## src/rtl/gpio_irq_pkg.sv

```systemverilog
package gpio_irq_pkg;

    localparam int unsigned REG_ADDR_W = 8;

    localparam logic [REG_ADDR_W-1:0] OFS_DIR   = 8'h00;
    localparam logic [REG_ADDR_W-1:0] OFS_LSEL  = 8'h04;
    localparam logic [REG_ADDR_W-1:0] OFS_LPOL  = 8'h08;
    localparam logic [REG_ADDR_W-1:0] OFS_RISE  = 8'h0C;
    localparam logic [REG_ADDR_W-1:0] OFS_FALL  = 8'h10;
    localparam logic [REG_ADDR_W-1:0] OFS_DIN   = 8'h14;
    localparam logic [REG_ADDR_W-1:0] OFS_OSET  = 8'h18;
    localparam logic [REG_ADDR_W-1:0] OFS_OCLR  = 8'h1C;
    localparam logic [REG_ADDR_W-1:0] OFS_ODATA = 8'h20;
    localparam logic [REG_ADDR_W-1:0] OFS_MASK  = 8'h28;
    localparam logic [REG_ADDR_W-1:0] OFS_IEN   = 8'h2C;
    localparam logic [REG_ADDR_W-1:0] OFS_STAT  = 8'h30;
    localparam logic [REG_ADDR_W-1:0] OFS_ICLR  = 8'h34;

    typedef enum logic [3:0] {
        SEL_NONE,
        SEL_DIR,
        SEL_LSEL,
        SEL_LPOL,
        SEL_RISE,
        SEL_FALL,
        SEL_DIN,
        SEL_OSET,
        SEL_OCLR,
        SEL_ODATA,
        SEL_MASK,
        SEL_IEN,
        SEL_STAT,
        SEL_ICLR
    } reg_sel_e;

    function automatic reg_sel_e decode_ofs(input logic [REG_ADDR_W-1:0] a);
        reg_sel_e s;
        case (a)
            OFS_DIR:   s = SEL_DIR;
            OFS_LSEL:  s = SEL_LSEL;
            OFS_LPOL:  s = SEL_LPOL;
            OFS_RISE:  s = SEL_RISE;
            OFS_FALL:  s = SEL_FALL;
            OFS_DIN:   s = SEL_DIN;
            OFS_OSET:  s = SEL_OSET;
            OFS_OCLR:  s = SEL_OCLR;
            OFS_ODATA: s = SEL_ODATA;
            OFS_MASK:  s = SEL_MASK;
            OFS_IEN:   s = SEL_IEN;
            OFS_STAT:  s = SEL_STAT;
            OFS_ICLR:  s = SEL_ICLR;
            default:   s = SEL_NONE;
        endcase
        return s;
    endfunction

endpackage

```

## src/rtl/gpio_in_sync.sv

```systemverilog
module gpio_in_sync #(
    parameter int unsigned NPINS = 16
) (
    input  logic             clk,
    input  logic             rst_n,
    input  logic [NPINS-1:0] pin_i,
    output logic [NPINS-1:0] sync_o,
    output logic [NPINS-1:0] rise_o,
    output logic [NPINS-1:0] fall_o
);

    typedef struct packed {
        logic [NPINS-1:0] s1;
        logic [NPINS-1:0] s2;
        logic [NPINS-1:0] prev;
    } sync_t;

    sync_t st_d, st_q;

    always_comb begin
        st_d      = st_q;
        st_d.s1   = pin_i;
        st_d.s2   = st_q.s1;
        st_d.prev = st_q.s2;
    end

    always_ff @(posedge clk or negedge rst_n) begin
        if (!rst_n) begin
            st_q <= '0;
        end else begin
            st_q <= st_d;
        end
    end

    assign sync_o = st_q.s2;
    assign rise_o = st_q.s2 & ~st_q.prev;
    assign fall_o = ~st_q.s2 & st_q.prev;

endmodule

```

## src/rtl/gpio_irq_unit.sv

```systemverilog
module gpio_irq_unit #(
    parameter int unsigned NPINS = 16
) (
    input  logic             clk,
    input  logic             rst_n,
    input  logic [NPINS-1:0] sync_i,
    input  logic [NPINS-1:0] rise_i,
    input  logic [NPINS-1:0] fall_i,
    input  logic [NPINS-1:0] lsel_i,
    input  logic [NPINS-1:0] lpol_i,
    input  logic [NPINS-1:0] rise_en_i,
    input  logic [NPINS-1:0] fall_en_i,
    input  logic [NPINS-1:0] clr_i,
    output logic [NPINS-1:0] pend_o
);

    for (genvar i = 0; i < NPINS; i++) begin : g_pin
        logic pend_d, pend_q;
        logic edge_hit, level_hit;

        always_comb begin
            edge_hit  = (rise_i[i] & rise_en_i[i]) | (fall_i[i] & fall_en_i[i]);
            level_hit = (sync_i[i] == lpol_i[i]);
            if (lsel_i[i]) begin
                pend_d = level_hit;
            end else begin
                pend_d = edge_hit | (pend_q & ~clr_i[i]);
            end
        end

        always_ff @(posedge clk or negedge rst_n) begin
            if (!rst_n) begin
                pend_q <= 1'b0;
            end else begin
                pend_q <= pend_d;
            end
        end

        assign pend_o[i] = pend_q;
    end

endmodule

```

## src/rtl/gpio_regfile.sv

```systemverilog
module gpio_regfile
    import gpio_irq_pkg::*;
#(
    parameter int unsigned NPINS  = 16,
    parameter int unsigned ADDR_W = REG_ADDR_W
) (
    input  logic              clk,
    input  logic              rst_n,
    input  logic [ADDR_W-1:0] addr_i,
    input  logic              wr_i,
    input  logic              rd_i,
    input  logic [NPINS-1:0]  wdata_i,
    output logic [NPINS-1:0]  rdata_o,
    input  logic [NPINS-1:0]  din_i,
    input  logic [NPINS-1:0]  status_i,
    output logic [NPINS-1:0]  dir_o,
    output logic [NPINS-1:0]  lsel_o,
    output logic [NPINS-1:0]  lpol_o,
    output logic [NPINS-1:0]  rise_en_o,
    output logic [NPINS-1:0]  fall_en_o,
    output logic [NPINS-1:0]  outv_o,
    output logic [NPINS-1:0]  mask_o,
    output logic [NPINS-1:0]  ien_o,
    output logic [NPINS-1:0]  clr_o
);

    typedef struct packed {
        logic [NPINS-1:0] dir;
        logic [NPINS-1:0] lsel;
        logic [NPINS-1:0] lpol;
        logic [NPINS-1:0] rise;
        logic [NPINS-1:0] fall;
        logic [NPINS-1:0] outv;
        logic [NPINS-1:0] mask;
        logic [NPINS-1:0] ien;
        logic [NPINS-1:0] rdata;
    } regs_t;

    regs_t    rg_d, rg_q;
    reg_sel_e sel;

    always_comb begin
        rg_d = rg_q;
        sel  = decode_ofs(addr_i);

        if (wr_i) begin
            case (sel)
                SEL_DIR:   rg_d.dir  = wdata_i;
                SEL_LSEL:  rg_d.lsel = wdata_i;
                SEL_LPOL:  rg_d.lpol = wdata_i;
                SEL_RISE:  rg_d.rise = wdata_i;
                SEL_FALL:  rg_d.fall = wdata_i;
                SEL_OSET:  rg_d.outv = rg_q.outv | wdata_i;
                SEL_OCLR:  rg_d.outv = rg_q.outv & ~wdata_i;
                SEL_ODATA: rg_d.outv = wdata_i;
                SEL_MASK:  rg_d.mask = wdata_i;
                SEL_IEN:   rg_d.ien  = wdata_i;
                default:   ;
            endcase
        end

        if (rd_i) begin
            case (sel)
                SEL_DIR:   rg_d.rdata = rg_q.dir;
                SEL_LSEL:  rg_d.rdata = rg_q.lsel;
                SEL_LPOL:  rg_d.rdata = rg_q.lpol;
                SEL_RISE:  rg_d.rdata = rg_q.rise;
                SEL_FALL:  rg_d.rdata = rg_q.fall;
                SEL_DIN:   rg_d.rdata = din_i;
                SEL_ODATA: rg_d.rdata = rg_q.outv;
                SEL_MASK:  rg_d.rdata = rg_q.mask;
                SEL_IEN:   rg_d.rdata = rg_q.ien;
                SEL_STAT:  rg_d.rdata = status_i;
                default:   rg_d.rdata = '0;
            endcase
        end

        clr_o = (wr_i && sel == SEL_ICLR) ? wdata_i : '0;
    end

    always_ff @(posedge clk or negedge rst_n) begin
        if (!rst_n) begin
            rg_q      <= '0;
            rg_q.mask <= '1;
        end else begin
            rg_q <= rg_d;
        end
    end

    assign dir_o     = rg_q.dir;
    assign lsel_o    = rg_q.lsel;
    assign lpol_o    = rg_q.lpol;
    assign rise_en_o = rg_q.rise;
    assign fall_en_o = rg_q.fall;
    assign outv_o    = rg_q.outv;
    assign mask_o    = rg_q.mask;
    assign ien_o     = rg_q.ien;
    assign rdata_o   = rg_q.rdata;

endmodule

```

## src/rtl/gpio_irq_ctrl.sv

```systemverilog
module gpio_irq_ctrl #(
    parameter int unsigned NPINS  = 16,
    parameter int unsigned ADDR_W = gpio_irq_pkg::REG_ADDR_W
) (
    input  logic              clk,
    input  logic              rst_n,
    input  logic [ADDR_W-1:0] bus_addr,
    input  logic              bus_wr,
    input  logic              bus_rd,
    input  logic [NPINS-1:0]  bus_wdata,
    output logic [NPINS-1:0]  bus_rdata,
    input  logic [NPINS-1:0]  pin_in,
    output logic [NPINS-1:0]  pin_out,
    output logic [NPINS-1:0]  pin_oe,
    output logic              irq
);

    logic [NPINS-1:0] sync_w, rise_w, fall_w;
    logic [NPINS-1:0] dir_w, lsel_w, lpol_w, rise_en_w, fall_en_w;
    logic [NPINS-1:0] outv_w, mask_w, ien_w, clr_w;
    logic [NPINS-1:0] pend_w, status_w;
    logic             irq_d, irq_q;

    gpio_in_sync #(.NPINS(NPINS)) u_sync (
        .clk    (clk),
        .rst_n  (rst_n),
        .pin_i  (pin_in),
        .sync_o (sync_w),
        .rise_o (rise_w),
        .fall_o (fall_w)
    );

    gpio_regfile #(.NPINS(NPINS), .ADDR_W(ADDR_W)) u_regs (
        .clk       (clk),
        .rst_n     (rst_n),
        .addr_i    (bus_addr),
        .wr_i      (bus_wr),
        .rd_i      (bus_rd),
        .wdata_i   (bus_wdata),
        .rdata_o   (bus_rdata),
        .din_i     (sync_w),
        .status_i  (status_w),
        .dir_o     (dir_w),
        .lsel_o    (lsel_w),
        .lpol_o    (lpol_w),
        .rise_en_o (rise_en_w),
        .fall_en_o (fall_en_w),
        .outv_o    (outv_w),
        .mask_o    (mask_w),
        .ien_o     (ien_w),
        .clr_o     (clr_w)
    );

    gpio_irq_unit #(.NPINS(NPINS)) u_irq (
        .clk       (clk),
        .rst_n     (rst_n),
        .sync_i    (sync_w),
        .rise_i    (rise_w),
        .fall_i    (fall_w),
        .lsel_i    (lsel_w),
        .lpol_i    (lpol_w),
        .rise_en_i (rise_en_w),
        .fall_en_i (fall_en_w),
        .clr_i     (clr_w),
        .pend_o    (pend_w)
    );

    assign status_w = pend_w & ~mask_w & ien_w;

    always_comb begin
        irq_d = |status_w;
    end

    always_ff @(posedge clk or negedge rst_n) begin
        if (!rst_n) begin
            irq_q <= 1'b0;
        end else begin
            irq_q <= irq_d;
        end
    end

    assign pin_out = outv_w;
    assign pin_oe  = dir_w;
    assign irq     = irq_q;

endmodule

```

## config.mk

```make
export PLATFORM = sky130hd
export DESIGN_NAME = gpio_irq_ctrl
export DESIGN_NICKNAME = d
export VERILOG_FILES = /design/src/rtl/gpio_irq_pkg.sv /design/src/rtl/gpio_in_sync.sv /design/src/rtl/gpio_irq_unit.sv /design/src/rtl/gpio_regfile.sv /design/src/rtl/gpio_irq_ctrl.sv
export SDC_FILE = /design/constraint.sdc
export NUM_CORES = 1
export LEC_CHECK = 0
export BUFFER_PORTS_ARGS = -buffer_cell sky130_fd_sc_hd__buf_4
export CAP_MARGIN = 15
export CORE_MARGIN = 4
export CORE_UTILIZATION = 63
export DETAILED_ROUTE_END_ITERATION = 7
export MAX_ROUTING_LAYER = met4
export PLACE_DENSITY_LB_ADDON = 0.25
export SLEW_MARGIN = 20
export SYNTH_ARGS = -nofsm -noshare
export SYNTH_HDL_FRONTEND = slang
export SYNTH_HIERARCHICAL = 1
export SYNTH_SLANG_ARGS = --single-unit
```

## constraint.sdc

```tcl
create_clock -name clk -period 5 [get_ports clk]
set_input_delay 0.75 -clock clk [delete_from_list [all_inputs] [get_ports clk]]
set_output_delay 0.75 -clock clk [all_outputs]
set_load 0.01 [all_outputs]
```

# Word level (Yosys, flattened, before mapping)
# Memory sizes are Yosys's and may differ from the RTL's.
# Index checks and enable logic that the tools add are counted.
# classes
n_bitwise,106
eq_ne,29
muxes,20
n_reduce_logical,12
# op_table
cell,count
$pmux 16 s10,1
$and 16x16->16,5
$not 16->16,4
$and 1x1->1,48
$pmux 16 s3,1
$or 1x1->1,32
$eq 4x4->1 const B,6
$eq 1x1->1,16
$eq 4x3->1 const B,4
$mux 1,16
$mux 16,1
$not 1->1,16
$or 16x16->16,1
$reduce_and 2->1,8
$reduce_or 16->1,1
$eq 4x2->1 const B,2
$eq 4x1->1 const B,1
$mux 4,1
$reduce_bool 3->1,1
$logic_not 2->1,1
$logic_and 1x1->1,1
# totals
inputBits,44
out_inout_bits,49
n_memories,1
reg_bits,209
romBits,256
# memory_table
name,words,width,read_ports,rd_ports_with_merged_regs,wr,line,rtl
(name not given),64,4,1,0,0,gpio_irq_pkg.sv:38,case (a)

# Depth between registers and ports, before layout
# logic_depth
ltp_word,9
depth_mapped,10

# Modules after synthesis
# The synthesis kept the hierarchy.
# modules_own_cells
module,instances,area_per_inst_um2,cells_each
gpio_regfile,1,7374.6,623
gpio_in_sync,1,1601.5,96
gpio_irq_unit,1,1153.6,112
gpio_irq_ctrl,1,241.5,38

# Least setup slack after synthesis
# Ideal clock, no wire load.
# synth_path
kind,in2reg
from,input port bus_addr[7]
to,register u_regs.rg_q (netlist bit u_regs/ien_o[10])
t_arrival_ns,2.426
t_required_ns,4.875
path_stages,5
n_path_buf,2
path_slack_ns,2.449
path_cell_list,or4_1 buf_2 nor3_2 buf_2 mux2_2
# synth_between
elab_chain_len,4
# synth_rtl
element,line,rtl
"start, declared",gpio_irq_ctrl.sv:7,"input logic [ADDR_W-1:0] bus_addr,"
$logic_not 2->1,gpio_irq_pkg.sv:38,
$mux 4,gpio_irq_pkg.sv:38,
$eq 4x4->1,gpio_regfile.sv:47,case (sel)
$reduce_and 2->1 (no source line),n/a,
"end signal, assigned",gpio_regfile.sv:86,rg_q <= rg_d;
"end, declared",gpio_regfile.sv:39,"regs_t rg_d, rg_q;"
# Every way passes these cells.
# A chain may end at the register's enable or synchronous reset.

# Worst setup path in the final report
# layout_path
from,input port bus_addr[7]
to,register u_regs.rg_q (netlist bit u_regs/lsel_o[13])
# layout_between
elab_chain_len,4
# layout_rtl
element,line
$logic_not 2->1,gpio_irq_pkg.sv:38
$mux 4,gpio_irq_pkg.sv:38
$eq 4x2->1,gpio_regfile.sv:47
$reduce_and 2->1 (no source line),n/a
# Every way passes these cells.

==> run summary <==
clk root buf = clkbuf_16
post-synthesis net count = 913
CTS tree = built
Post-synth EDFFs = 0
Core Area = 0.01600 mm²
Max Cap Viol = 0
CP max stage delay = 0.79 ns
global-route wire length before repair = 43900 µm
Die ar. = 0.01858 mm²
setup tns final = 0 ns
Mapped Cells = 869
DRC violations left = 0
Synthesis Warnings = 6
# diodes = 0
CTS Buffer Depth = 3
post-route clock period utilization = 0.5871
drt wl/cell = 24.95 µm
Ports = 93
share of layout cells above drive strength 1 = 0.3753
Routed WL = 28190 µm
Relative slew margins = 0.2376
# port buffers = 92
RSZ-0062 raised after global routing = no
Starting Density = 0.6482
CTS resizes = 0
Crit. path cell count = 7
pin count of the biggest net entering global routing = 128
fmax = 0.3407 GHz
Mean Syn Cell Area = 11.93 µm²
global route total overflow = 0
post-synth cell types = 57
Main synth FF type = dfrtp_1
Synth Cell Area = 0.01037 mm²
CP max-delay cell = or4_1
CP Data Arrival Time = 3.31 ns
Die Span Y = 136.3 µm
number of global-route vias before repair = 7879
final hold slack = 0.1539 ns
Nets = 942
outcome = finished clean
worst skew pair latency = 0.50 ns
Setup crit start kind = primary input
Hold Crit Class = in -> async
final hold vios = 0
Reg clk slew, reported paths = 0.06 ns
via count = 7674
Register-to-Register Path Depth = 6
worst setup path endpoint = u_regs/lsel_o[13]$_DFFE_PN0P_
1st-iter DRT viols = 1061
endpoint class of the critical path = register
Pre-Repair DR Iteration Count = 7
reg2reg setup slack = 3.08 ns
CP bufs+invs = 3
Setup Fix Bufs, Post-CTS = 0
row cnt = 46
Die W = 136.3 µm
dpl hpwl = 18200 µm
crit path time final = 2.936 ns
Synth area leaders = dfrtp_1 47%, mux2_2 13%, dfstp_2 4.1%
Area Growth Syn to Fin = 13.54%
family with the most delay on the worst path = simple AND/OR/NAND/NOR gates
Overall Global Routing Usage = 0.3148
Pins Over Slew Limit = 0
final setup vio count = 0
Routed Antenna Nets = 0
commonest non-fill, non-tap cells in the layout = 193 x dfrtp_1, 116 x mux2_2, 101 x buf_4
Synth async-reset ratio = 1.000
Max VDD drop = 0.3054 mV
Max FO, Critical Path = 24
Num Clock Sinks = 209
leakage = 5.465 nW
gpl congestion = 0.9098
critical path launch point = bus_addr[7]
Seq cells post-synth = 209
largest area contributor in the netlist = dfrtp_1
Reg-to-Reg End = u_regs/rdata_o[5]$_DFFE_PN0P_
FF-to-FF Start = u_regs/mask_o[5]$_DFFE_PN1P_
htree depth = 1
WP data required = 5.38 ns
CP Cell Sequence = buf_4, or4_1, buf_4, nor2_1, and3_1, buf_4, mux2_2
Setup Skew = 0.008145 ns
Hold Buf Count CTS = 0
leading cell type in the layout, fill and taps excluded = dfrtp_1
CP dominant cell by count = buf_4
pwr/cell area = 358.0 mW/mm²
total CTS buffers = 23
vias per inst = 6.791
antenna violations before repair = 0
Synth top area share = 0.4657
worst slew pin tran = 1.140 ns
post-synthesis sequential area ratio = 0.5062
Crit Path Category = in -> reg
-- where the power goes --
| group | internal (W) | switching, W | leakage [nW] |
|---|---|---|---|
| sequential | 0.00182 | 0.000128 | 2.67 |
| clock | 0.00116 | 0.000660 | 0.407 |
| combinational | 0.000219 | 0.000219 | 2.39 |
-- cells in the mapped netlist (17+ instances only) --
cell type / instances
inv_1: 22
dfrtp_1: 193
mux2_2: 116
nand2_1: 27
and2_1: 17
mux2i_1: 25
a21oi_1: 29
o21ai_0: 18
and2b_2: 32
buf_4: 33
a22o_1: 24
a32oi_1: 20
nand3_1: 18
clkbuf_1: 36
-- worst register-to-register path: cells and delay by family (launching register included) --
family | cells | cell delay [ns]
multiplexers | 1 | 0.16
AO/OA/AOI/OAI | 2 | 0.74
flip-flops | 1 | 0.55
buffers and inverters | 1 | 0.07
AND/OR/NAND/NOR | 2 | 0.28
-- per-layer routing --
metal	wire length, µm	vias to the layer above	share of wire	GRT usage
met3	2888	122	0.10	0.06181
li1	-	3220	-	-
met5	0	-	0	-
met2	12940	520	0.46	0.4816
met1	10920	3812	0.39	0.4139
met4	1446	0	0.051	0.1349
-- state kept, by name, summed over array words and instances (netlist names) --
name,flops
u_regs/lpol_o,16
u_regs/outv_o,16
u_sync/st_q,16
u_regs/dir_o,16
u_sync/sync_o,16
irq,1
u_regs/mask_o,16
u_irq/g_pin.pend_q,16
u_regs/rise_en_o,16
u_regs/fall_en_o,16
u_regs/ien_o,16
u_regs/lsel_o,16
u_sync/st_d,16
u_regs/rdata_o,16
-- how the worst min path moves through the flow --
stage	startpoint	endpoint	slack [ns]
final	rst_n	u_regs/rise_en_o[4]$_DFFE_PN0P_	0.15
after global routing	rst_n	u_regs/ien_o[9]$_DFFE_PN0P_	0.16
after CTS	pin_in[11]	u_sync/st_d[27]$_DFF_PN0_	0.34
after detailed placement	u_sync/st_d[30]$_DFF_PN0_	u_sync/sync_o[14]$_DFF_PN0_	0.33
after global placement	u_sync/st_d[31]$_DFF_PN0_	u_sync/sync_o[15]$_DFF_PN0_	0.33
after floorplan	u_sync/st_d[16]$_DFF_PN0_	u_sync/sync_o[0]$_DFF_PN0_	0.33
-- logic make-up after synthesis --
kind of cell | Yosys count | share of synthesized area
flops | 209 | 0.5062
xor+xnor | 16 | 0.01351
buf+inv | 123 | 0.05911
simple gates | 220 | 0.1473
compound gates | 145 | 0.1021
mux | 156 | 0.1718
-- final cells by class --
cell class	count	area (µm²)
Clock buffer	32	649.4
Clock inverter	9	176.4
Timing Repair Buffer	104	819.5
Multi-Input combinational cell	537	4523
Fill cell	1090	4225
Tap cell	216	270.3
Inverter	23	86.33
Sequential cell	209	5250
-- through the flow --
step,power [W],utilization,setup slack [ns],std cells,instance area [µm²]
final,0.004215,0.7359,2.064,1130,11780
after global routing,0.004367,0.7359,2.021,1130,11780
after CTS,0.004238,0.7342,2.125,1129,11750
after detailed placement,0.002409,0.6826,1.614,1088,10920
after global placement,0.002380,0.6825,1.643,1088,10920
after floorplan,0.002285,-,2.449,869,10370
(Power assumes the default switching activity.)
